## config.mk

```make
export PLATFORM = sky130hd
export DESIGN_NAME = ohs_guard
export DESIGN_NICKNAME = d
export VERILOG_FILES = /design/src/rtl/ohs_pkg.sv /design/src/rtl/ohs_encoder.sv /design/src/rtl/ohs_parity.sv /design/src/rtl/ohs_decoder.sv /design/src/rtl/ohs_corrector.sv /design/src/rtl/ohs_guard.sv
export SDC_FILE = /design/constraint.sdc
export NUM_CORES = 1
export LEC_CHECK = 0
export ABC_AREA = 1
export BUFFER_PORTS_ARGS = -buffer_cell sky130_fd_sc_hd__buf_2
export CORE_MARGIN = 2
export CORE_UTILIZATION = 45
export CTS_BUF_LIST = sky130_fd_sc_hd__clkbuf_2 sky130_fd_sc_hd__clkbuf_4 sky130_fd_sc_hd__clkbuf_8
export DETAILED_ROUTE_END_ITERATION = 8
export GPL_TIMING_DRIVEN = 1
export PLACE_DENSITY = 0.78
export SLEW_MARGIN = 20
export SYNTH_ARGS = -nofsm -noshare
export SYNTH_HDL_FRONTEND = slang
export SYNTH_SLANG_ARGS = --single-unit
export TNS_END_PERCENT = 1
```

## constraint.sdc

```tcl
create_clock -name clk -period 2.15 [get_ports clk]
set_clock_uncertainty 0.15 [all_clocks]
set_input_delay 0.43 -clock clk [delete_from_list [all_inputs] [get_ports clk]]
set_output_delay 0.43 -clock clk [all_outputs]
set_load 0.005 [all_outputs]
```

## src/rtl/ohs_pkg.sv

```systemverilog
// Package: shared sizing helper for the self-correcting state register.
// Assumes at least two states.
package ohs_pkg;

    // Width of the binary index for n states, never below one bit.
    function automatic int idx_width(input int n);
        return (n > 2) ? $clog2(n) : 1;
    endfunction

endpackage

```

## src/rtl/ohs_encoder.sv

```systemverilog
// One-hot to binary index encoder.
// Assumes the input has at most one bit set; with more bits set the result
// is the OR of their indices.
module ohs_encoder #(
    parameter int N_STATES = 8,
    parameter int IDX_W    = 3
) (
    input  logic [N_STATES-1:0] hot,
    output logic [IDX_W-1:0]    idx
);

    // Purpose: OR together the index of every set bit.
    always_comb begin
        idx = '0;
        for (int i = 0; i < N_STATES; i++) begin
            if (hot[i]) begin
                idx = idx | i[IDX_W-1:0];
            end
        end
    end

endmodule

```

## src/rtl/ohs_parity.sv

```systemverilog
// Even parity over a vector: the output is high when an odd number of
// input bits are set, so vector plus parity carries an even count.
module ohs_parity #(
    parameter int W = 3
) (
    input  logic [W-1:0] vec,
    output logic         par
);

    // Purpose: XOR-reduce the vector.
    always_comb begin
        par = ^vec;
    end

endmodule

```

## src/rtl/ohs_decoder.sv

```systemverilog
// Binary index to one-hot decoder.
// Assumes nothing about the index: codes at or above N_STATES decode to zero.
module ohs_decoder #(
    parameter int N_STATES = 8,
    parameter int IDX_W    = 3
) (
    input  logic [IDX_W-1:0]    idx,
    output logic [N_STATES-1:0] hot
);

    // Purpose: raise the one output bit whose position equals the index.
    always_comb begin
        for (int i = 0; i < N_STATES; i++) begin
            hot[i] = (idx == i[IDX_W-1:0]);
        end
    end

endmodule

```

## src/rtl/ohs_corrector.sv

```systemverilog
// Chooses the trusted copy of the state.
// On a parity mismatch the shadow is suspect and the one-hot flops are used.
// On a match the decoded shadow is used. Assumes at most one flop in error.
module ohs_corrector #(
    parameter int N_STATES = 8
) (
    input  logic [N_STATES-1:0] hot_q,
    input  logic [N_STATES-1:0] dec_hot,
    input  logic                par_q,
    input  logic                par_chk,
    output logic [N_STATES-1:0] fixed,
    output logic                upset
);

    logic par_bad;

    // Purpose: compare stored and recomputed parity.
    always_comb begin
        par_bad = par_q ^ par_chk;
    end

    // Purpose: select the corrected state and raise the upset flag.
    always_comb begin
        fixed = par_bad ? hot_q : dec_hot;
        upset = par_bad | (hot_q != dec_hot);
    end

endmodule

```

## src/rtl/ohs_guard.sv

```systemverilog
// Top: one-hot state register protected by a binary index plus parity shadow.
// The value loaded into every flop is either next_state (step_en high) or the
// corrected state (step_en low), so a repair is written back on the next edge.
// Assumes next_state is one-hot and at most one flop is upset at a time.
module ohs_guard #(
    parameter int N_STATES = 8,
    parameter int IDX_W    = ohs_pkg::idx_width(N_STATES)
) (
    input  logic                clk,
    input  logic                rst_n,
    input  logic                step_en,
    input  logic [N_STATES-1:0] next_state,
    input  logic [N_STATES-1:0] flip_hot,
    input  logic [IDX_W-1:0]    flip_idx,
    input  logic                flip_par,
    output logic [N_STATES-1:0] state_fixed,
    output logic                upset
);

    localparam logic [N_STATES-1:0] HOT_RESET = N_STATES'(1);
    localparam int                  FLIP_W    = N_STATES + IDX_W + 1;

    logic [N_STATES-1:0] load_hot;
    logic [IDX_W-1:0]    load_idx;
    logic                load_par;
    logic [N_STATES-1:0] hot_q;
    logic [IDX_W-1:0]    idx_q;
    logic                par_q;
    logic                par_chk;
    logic [N_STATES-1:0] dec_hot;
    logic [FLIP_W-1:0]   flips;

    // Purpose: choose the value to load, which is a new state or a write-back.
    always_comb begin
        load_hot = step_en ? next_state : state_fixed;
        flips    = {flip_hot, flip_idx, flip_par};
    end

    ohs_encoder #(.N_STATES(N_STATES), .IDX_W(IDX_W)) i_enc (
        .hot (load_hot),
        .idx (load_idx)
    );

    ohs_parity #(.W(IDX_W)) i_par_gen (
        .vec (load_idx),
        .par (load_par)
    );

    // Purpose: state flops with synchronous reset and load-time fault injection.
    always_ff @(posedge clk) begin
        if (!rst_n) begin
            hot_q <= HOT_RESET;
            idx_q <= '0;
            par_q <= 1'b0;
        end else begin
            hot_q <= load_hot ^ flip_hot;
            idx_q <= load_idx ^ flip_idx;
            par_q <= load_par ^ flip_par;
        end
    end

    ohs_parity #(.W(IDX_W)) i_par_chk (
        .vec (idx_q),
        .par (par_chk)
    );

    ohs_decoder #(.N_STATES(N_STATES), .IDX_W(IDX_W)) i_dec (
        .idx (idx_q),
        .hot (dec_hot)
    );

    ohs_corrector #(.N_STATES(N_STATES)) i_fix (
        .hot_q   (hot_q),
        .dec_hot (dec_hot),
        .par_q   (par_q),
        .par_chk (par_chk),
        .fixed   (state_fixed),
        .upset   (upset)
    );

    // reset yields state 0 with a clean flag.
    a_r1_reset_state: assert property (@(posedge clk)
        !rst_n |=> (state_fixed == HOT_RESET && !upset));

    // an advance with a legal next state, even under one upset, shows that state.
    a_r2_load_next: assert property (@(posedge clk) disable iff (!rst_n)
        (step_en && $countones(next_state) == 1 && $countones(flips) <= 1)
        |=> state_fixed == $past(next_state));

    // holding keeps the corrected state across the edge.
    a_r3_hold_state: assert property (@(posedge clk) disable iff (!rst_n)
        (!step_en && $countones(flips) <= 1) |=> $stable(state_fixed));

    // any single injected inversion is flagged.
    a_r6_single_flagged: assert property (@(posedge clk) disable iff (!rst_n)
        ($countones(flips) == 1) |=> upset);

    // with nothing injected the flops agree after the edge.
    a_r8_repaired: assert property (@(posedge clk) disable iff (!rst_n)
        (flips == '0) |=> !upset);

    // the corrected output is always a single hot bit under single faults.
    a_r6_output_onehot: assert property (@(posedge clk) disable iff (!rst_n)
        ($countones(flips) <= 1 && (!step_en || $countones(next_state) == 1))
        |=> $countones(state_fixed) == 1);

endmodule

```

# [After elaboration in Yosys (flattened, before gate mapping)]
# Index checks and enable logic that the tools add are counted.
[totals] reg_bits=12 inputBits=23 output_inout_bits=9
[op_classes] n_mux=9 eq_ne=8 n_reduce_logical=3 n_bitwise=5
[ops] cell="two-way mux 8 bit" n=2
[ops] cell="== test 3 bit (second input constant)" n=4
[ops] cell="two-way mux 3 bit" n=4
[ops] cell="!= test 8 bit" n=1
[ops] cell="bitwise XOR 8 bit" n=1
[ops] cell="== test 3 x 2 -> 1 bit (second input constant)" n=2
[ops] cell="XOR reduction 3 bit" n=2
[ops] cell="two-way mux 2 bit" n=2
[ops] cell="== test 3 x 1 -> 1 bit (second input constant)" n=1
[ops] cell="logical NOT 3 bit" n=1
[ops] cell="bitwise XOR 3 bit" n=1
[ops] cell="bitwise XOR 1 bit" n=2
[ops] cell="two-way mux 1 bit" n=1
[ops] cell="bitwise OR 1 bit" n=1

# [Depth between registers and ports, before layout]
# Gate-level depths: netlist of the first run.
[logic_depth] ltp_word=13 depth_mapped=18 mapped_depth_nobuf=18

# [Cells and area by module]
# Synthesis of the first run repeated with hierarchy kept, for this count alone.
[hier_totals] cells_unflattened=219 hier_area_um2=1172.4
[by_module_without_submodules] module="ohs_guard" seq_area_each_um2=240.2 n_inst=1 area_per_inst_um2=768.2 cells_each=131
[by_module_without_submodules] module="ohs_corrector" seq_area_each_um2=0.0 n_inst=1 area_per_inst_um2=245.2 cells_each=47
[by_module_without_submodules] module="ohs_parity" seq_area_each_um2=0.0 n_inst=2 area_per_inst_um2=35.0 cells_each=9
[by_module_without_submodules] module="ohs_decoder" seq_area_each_um2=0.0 n_inst=1 area_per_inst_um2=56.3 cells_each=15
[by_module_without_submodules] module="ohs_encoder" seq_area_each_um2=0.0 n_inst=1 area_per_inst_um2=32.5 cells_each=8

# [Least setup slack after synthesis of the first run]
# Ideal clock, no wire load.
[synth_timing] kind="reg2reg" from="reg idx_q[0]" to="reg par_q" period_less_slack_ps=1993 arrival_ps=1733 n_path_buf=0 required_ps=1890 path_slack_ps=157 path_stages_with_launch=17 setup_time_ps=110 path_cell_list="dfxtp_1 > inv_1 > ha_1 > inv_1 > nand2_1 > nand2_1 > nand2_4 > nand3_1 > nand3_1 > nand2_1 > nand2_2 > nor2_2 > nand2_1 > nand2_1 > nand3_1 > inv_1 > nor2_2"
[synth_via] elab_chain_cells=13 word_cells_on_any_way=20
[synth_rtl] item="from (decl)" line="ohs_guard.sv:27" text="logic [IDX_W-1:0] idx_q;"
[synth_rtl] item="from (signal assigned)" line="ohs_guard.sv:57" text="idx_q <= load_idx ^ flip_idx;"
[synth_rtl] item="XOR reduction 3 bit" line="ohs_parity.sv:12" text="par = ^vec;"
[synth_rtl] item="bitwise XOR 1 bit" line="ohs_corrector.sv:19" text="par_bad = par_q ^ par_chk;"
[synth_rtl] item="two-way mux 8 bit *" line="ohs_corrector.sv:24" text="fixed = par_bad ? hot_q : dec_hot;"
[synth_rtl] item="two-way mux 8 bit *" line="ohs_guard.sv:35" text="load_hot = step_en ? next_state : state_fixed;"
[synth_rtl] item="two-way mux 1 bit" line="ohs_encoder.sv:16" text="if (hot[i]) begin"
[synth_rtl] item="two-way mux 2 bit (2 in series)" line="ohs_encoder.sv:16"
[synth_rtl] item="two-way mux 3 bit (3 in series)" line="ohs_encoder.sv:16"
[synth_rtl] item="two-way mux 3 bit *" line="ohs_encoder.sv:16"
[synth_rtl] item="XOR reduction 3 bit *" line="ohs_parity.sv:12"
[synth_rtl] item="bitwise XOR 1 bit *" line="ohs_guard.sv:58" text="par_q <= load_par ^ flip_par;"
[synth_rtl] item="to (signal assigned)" line="ohs_guard.sv:58"
[synth_rtl] item="to (decl)" line="ohs_guard.sv:28" text="logic par_q;"
# Mark *: on every way between the ends. The rest lies on a longest branch, timed or not.
# A chain may end at the register's enable or synchronous reset.

# [Worst setup path after layout of the first run]
[layout_timing] from="reg idx_q[0]" to="out state_fixed[0]"
[layout_via] elab_chain_cells=3 word_cells_on_any_way=4
[layout_rtl] item="XOR reduction 3 bit" line="ohs_parity.sv:12"
[layout_rtl] item="bitwise XOR 1 bit" line="ohs_corrector.sv:19"
[layout_rtl] item="two-way mux 8 bit *" line="ohs_corrector.sv:24"
[layout_rtl] item="to (decl)" line="ohs_guard.sv:16" text="output logic [N_STATES-1:0] state_fixed,"
# Marked as above.

==> impl_metrics.ini, run 1 <==
[setup_path]
cp.required_ps = 1570
rrSetupSlack_ps = 80
max_stage_delay_ps = 360
end_kind = output port
r2r_start = idx_q[0]
crit_fanout = 5
crit_path_cell_trace = inv_4 -> ha_4 -> inv_4 -> nand2_4 -> nand2_4 -> nand2_8 -> nand2_4 -> nor2_2 -> a21oi_2 -> buf_2
worstPathArrival_ps = 1670
crit_family = simple AND/OR/NAND/NOR gates
cp_slowest_cell = dfxtp_2
rr_worst_depth = 17
critPathKind = reg -> out
critPathBufInv = 3
crit_top_cell = nand2_4
reg2reg_to = par_q
start_kind = register

[synth]
muxShareOfSynthArea_pct = 1.010
yosys.area_share.adder_pct = 5.051
synth.most_common_cell = nand2_1
synth_top_area_share_pct = 24.24
synth_top_family_by_area = simple AND/OR/NAND/NOR gates
synth.cells.most_frequent = 34 x nand2_1, 17 x inv_1, 13 x nand3_1, 12 x dfxtp_1
synth-main-ff-cell = dfxtp_1
synth_cell_type_count = 23
syn_area_per_cell_um2 = 6.696
syn_area_um2 = 991.0
synth_compound_area_share_pct = 11.87
synthSimpleGateAreaFrac_pct = 42.05
synth_nets = 175
synth_edf_count = 0
yosys-top-cells-area = dfxtp_1 24%, nand2_1 13%, xnor2_1 7.1%, nand3_1 6.6%, inv_1 6.4%
synth_cells = 148
synth-seq-cells = 12
synthArstFlopShare_pct = 0
synth_xor_area_share_pct = 7.071
yosysSeqAreaShare_pct = 24.24
synth_top_area_cell = dfxtp_1
yosysWarnings = 0

[sta]
timing.final.crit_share_pct = 104.5
fin_setup_tns_ps = -216.0
hold_viol = 0
rsz0062_at_grt = yes
slew_viol_final = 0
setup_violations = 6
whs_ps = 190.8
timing.fmax_mhz = 445.2
setup_slack_ps = -96.36
fin_crit_ps = 2246
slew_headroom_pct = 72.57
worst_slew_pin_slew_ps = 411.0

[clocking]
cts_buffer_depth = 2
ctsHoldBuffers = 0
path_clk_slew_ps = 70
clk_latency_ps = 260
cts_made_buffers = 3
cts_num_sinks = 12
cts_tree = built
htreeDepth = 1
root_buffer = clkbuf_4

[placement]
port_buffers = 31
preCtsSetupSlack_ps = -30.65
post-dp-hpwl_mm = 2.108
place_area_um2 = 1194
place.gp.congestion = 0.8860

[routing]
drt_wl_total_mm = 2.916
maxUsedRoutingLayer = met4
drc = 0
met2WireLength_mm = 1.514
drtAntennaViolNets = 0
routedWlPerCell_um = 13.56
met1_length_mm = 1.216
wl_met3_um = 118
via_count = 1160
drt_iter0_drc = 24
via_per_inst = 5.395
dr.pass1.iters = 4

[grt]
grt-ovfl-total = 0
antenna_found_initial = 0
grt_pass1_wl_mm = 4.629
gr-usage-all-layers_pct = 23.17
grt_start_max_net_pins = 15
grt_pass1_vias = 1074

[min_path]
hold_path.class = in -> reg
min_to = idx_q[2]
min_from = flip_idx[2]
min_path_cells = 2

[floorplan]
row_count = 16
die_area_um2 = 2593
die_y_um = 50.93
die_w_um = 50.93
start_util_pct = 49.01
coreArea_um2 = 2022
ios = 32

[power_and_ir_drop]
pwr_density_cell_nw_per_um2 = 557.4
ir_worst_vdd_uv = 341.5
p_leak_uw = 0.0007121

[final_layout]
postLayoutCoreUtil_pct = 69.37
diodes = 0
area.growth.synth_to_final_pct = 41.54
nets = 217
final_cell_area_um2 = 1403
layout-drive-gt1-share_pct = 49.47

[status]
violations = setup timing
status = complete, but fails checks

[flow_run]
cap_violations = 0
## what timing repair did
item / 4_1_cts / 5_1_grt
pin swaps: 6 / 7
resized for setup: 25 / 13
setup buffers: 2 / 1
cloned: 2 / 0
setup endpoints to repair: 10 / 11
endpoints found under the hold margin: 0 / 0
## kinds of logic (layout without fill, tap and decap cells)
| family | after synthesis | count (layout) |
|---|---|---|
| compound gates | 23 | 23 |
| xor+xnor | 8 | 8 |
| buf+inv | 22 | 60 |
| fa+ha+maj | 4 | 4 |
| flops | 12 | 12 |
| simple gates | 78 | 80 |
| mux | 1 | 1 |
## registers in the layout, summed over array words and instances, names as in the netlist
name and cells:
hot_q 8, par_q 1, idx_q 3
## through the flow
| stage | instances | total power [uW] |
|---|---|---|
| detailed placement | 207 | 557.8 |
| finish | 215 | 781.8 |
| floorplan | 148 | 463.9 |
| global placement | 207 | 546.6 |
| CTS | 214 | 744.1 |
| global route | 215 | 835.1 |
## placed cells by master, fill, tap and decap left out, types with 2 or more instances in the layout
cell type | synthesis | routed
or2_2 | 7 | 7
xnor2_1 | 8 | 8
nand3_2 | 5 | 7
buf_2 | 1 | 31
clkbuf_4 | 0 | 3
o21ai_0 | 11 | 11
buf_4 | 0 | 4
a21oi_1 | 11 | 10
inv_1 | 17 | 14
dfxtp_1 | 12 | 9
buf_6 | 0 | 2
dfxtp_2 | 0 | 3
nand2_4 | 1 | 6
ha_4 | 0 | 4
nand2_2 | 9 | 12
nor2_2 | 3 | 4
nand2_1 | 34 | 26
inv_4 | 1 | 5
nand3_1 | 13 | 12
## cell type report
type | count | area, um2
multi-input cells | 116 | 807.0
fillers | 168 | 619.3
flip-flops and latches | 12 | 244.0
repair buffers | 37 | 207.7
inverters | 20 | 87.58
well taps | 27 | 33.78
clock buffers | 3 | 22.52
## power by group
part / internal, uW / switching [uW] / leakage, uW
sequential: 246 / 27.3 / 0.000101
combinational: 160 / 217 / 0.000597
clock: 64.7 / 68.0 / 0.0000138
total: 470 / 312 / 0.000712
## routing by layer
layer / global-route usage [%] / vias up
li1: - / 560
met1: 27.91 / 538
met4: 9.459 / 0
met3: 2.924 / 11
met2: 41.13 / 51
met5: 0 / -
## how the worst max path moves through the flow
stage / from / endpoint / slack, ps / cells past startpoint
floorplan: idx_q[0] / par_q / 160 / 16
global placement: idx_q[0] / par_q / 50 / 16
detailed placement: idx_q[0] / par_q / -30 / 16
CTS: idx_q[1] / upset / -60 / 7
global route: idx_q[1] / upset / -160 / 7
finish: idx_q[0] / state_fixed[0] / -100 / 10
Power figures use the tool's default switching activity.
==> inputs of run 2 (changes only) <==
==> constraint.sdc (replaced) <==
create_clock -name clk -period 2.15 [get_ports clk]
set_clock_uncertainty 0.15 [all_clocks]
set_input_delay 0.3225 -clock clk [delete_from_list [all_inputs] [get_ports clk]]
set_output_delay 0.3225 -clock clk [all_outputs]
set_load 0.005 [all_outputs]
==> impl_metrics.ini, run 2 (synthesis gave the netlist of run 1 again) <==
[status]
status = finished, final reports clean

[power_and_ir_drop]
pwr-share-seq_pct = 33.0
p_leak_uw = 0.0007460
power.total_uw = 828.1
pwr_density_cell_nw_per_um2 = 551.6
p_clk_share_pct = 17.2
p_switching_uw = 337.4
ir_worst_vdd_uv = 357.6
switching_share_pct = 40.74
p_comb_share_pct = 49.8
intPower_uw = 490.7

[clocking]
root_buffer = clkbuf_4
clk_latency_ps = 270
cts_buffer_depth = 2
cts_tree = built
cts_made_buffers = 3
ctsHoldBuffers = 0
path_clk_slew_ps = 80
cts_num_sinks = 12
htreeDepth = 1

[floorplan]
row_count = 16
die_w_um = 50.93
ios = 32
die_area_um2 = 2593
die_y_um = 50.93
start_util_pct = 49.01
coreArea_um2 = 2022

[grt]
gr-usage-all-layers_pct = 22.55
grt_pass1_vias = 1024
antenna_found_initial = 0
grt_start_max_net_pins = 15
grt-ovfl-total = 0
grt_pass1_wl_mm = 4.381

[setup_path]
crit_fanout = 5
cp.required_ps = 1680
r2r_start = idx_q[1]
crit_path_end = state_fixed[0]
end_kind = output port
rr_worst_depth = 14
rrSetupSlack_ps = 40
cp-startpoint = idx_q[1]
critPathKind = reg -> out
max_stage_delay_ps = 350
reg2reg_to = idx_q[1]
worstPathArrival_ps = 1650
crit_path_cell_trace = inv_2 -> ha_4 -> inv_4 -> nand2_8 -> nand3_4 -> nand2_4 -> nor2_2 -> a21oi_2 -> buf_2
cp_slowest_cell = dfxtp_2
start_kind = register

[final_layout]
diodes = 0
layout_common_cells = 31 x buf_2, 22 x nand2_1, 15 x nand2_2
regMostFlops = hot_q
nets = 221
layout-drive-gt1-share_pct = 55.73
top_regs = hot_q (8), idx_q (3), par_q (1)
nFillCells = 174
instances_no_fill = 219
largest_reg_flops = 8
postLayoutCoreUtil_pct = 74.26
layout_commonest_cell = buf_2
area.growth.synth_to_final_pct = 51.52

[routing]
via_count = 1118
drtAntennaViolNets = 0
drc = 0
drt_iter0_drc = 17
via_per_inst = 5.105
dr.pass1.iters = 4
routedWlPerCell_um = 13.23
drt_wl_total_mm = 2.898

[sta]
timing.fmax_mhz = 470.6
hold_viol = 0
slew_headroom_pct = 72.15
setup_violations = 0
slew_viol_final = 0
rsz0062_at_grt = yes
worst_slew_pin_slew_ps = 417.3
fin_crit_ps = 2125
timing.final.crit_share_pct = 98.84

[placement]
place.gp.congestion = 0.9177
post-dp-hpwl_mm = 2.093
port_buffers = 31
dpl.cell_count = 207

[min_path]
hold_path.class = in -> reg

[flow_run]
cap_violations = 0
-- run 2: changes by cell type in the layout (fill, tap and decap cells not counted), moves of 3 or more --
cell,previous run,this run
buf_4,4,8
nand2_1,26,22
nand3_1,12,8
nand2_2,12,15
nand3_2,7,10
-- run 2: layout make-up --
| cell class | instances | area [um2] | share of cell area, % |
|---|---|---|---|
| clock buffer | 3 | 22.52 | 1.500 |
| inverter | 20 | 85.08 | 5.667 |
| multi-input combinational | 116 | 875.8 | 58.33 |
| sequential | 12 | 246.5 | 16.42 |
| tap | 27 | 33.78 | 2.250 |
| timing repair buffer | 41 | 237.7 | 15.83 |
-- run 2: through the flow --
stage	hold WS, ps	setup WS [ps]	cell area (um2)	TNS, ps
floorplan	261.9	156.9	991.0	0
global placement	355.4	46.54	1194	0
global route	73.32	-71.61	1501	-168.9
detailed placement	364.1	-43.04	1194	-43.04
finish	72.59	24.99	1501	0
CTS	74.03	4.147	1291	0
-- run 2: critical path: cells and delay by family (launching register included) --
kind	cells	cell delay [ps]
AO/OA/AOI/OAI	1	130
adder cells (fa/ha/maj)	1	290
buffers and inverters	3	250
flip-flops	1	350
AND/OR/NAND/NOR	4	370
-- run 2: how the worst min path moves through the flow --
| stage | from | to | slack [ps] | cells after the start |
|---|---|---|---|---|
| final | flip_hot[5] | hot_q[5] | 70 | 2 |
| after global routing | flip_hot[5] | hot_q[5] | 70 | 2 |
| after CTS | flip_hot[5] | hot_q[5] | 70 | 2 |
| after detailed placement | flip_hot[5] | hot_q[5] | 360 | 2 |
| after global placement | flip_hot[3] | hot_q[3] | 360 | 2 |
| after floorplan | flip_hot[6] | hot_q[6] | 260 | 1 |
-- run 2: power by group through the flow --
stage	sequential, uW	clock [uW]	combinational, uW
2_1_floorplan	264	0	200
3_3_place_gp	269	0	279
3_5_place_dp	271	0	286
4_1_cts	267	140	325
5_1_grt	275	151	451
6_report	273	143	413
-- run 2: repair_timing --
item,CTS,global route
resized for setup,14,39
setup buffers,0,7
pin swaps,3,22
setup endpoints to repair,5,12
gates cloned,2,0
-- run 2: routing by layer --
metal  vias up  share of wire [%]  global-route usage, %
met5         -                  0                      0
met4         0                1.9                  12.61
met3         6                3.8                  2.632
met2        32                 53                  40.69
met1       508                 42                  25.41
li1        572                  -                      -
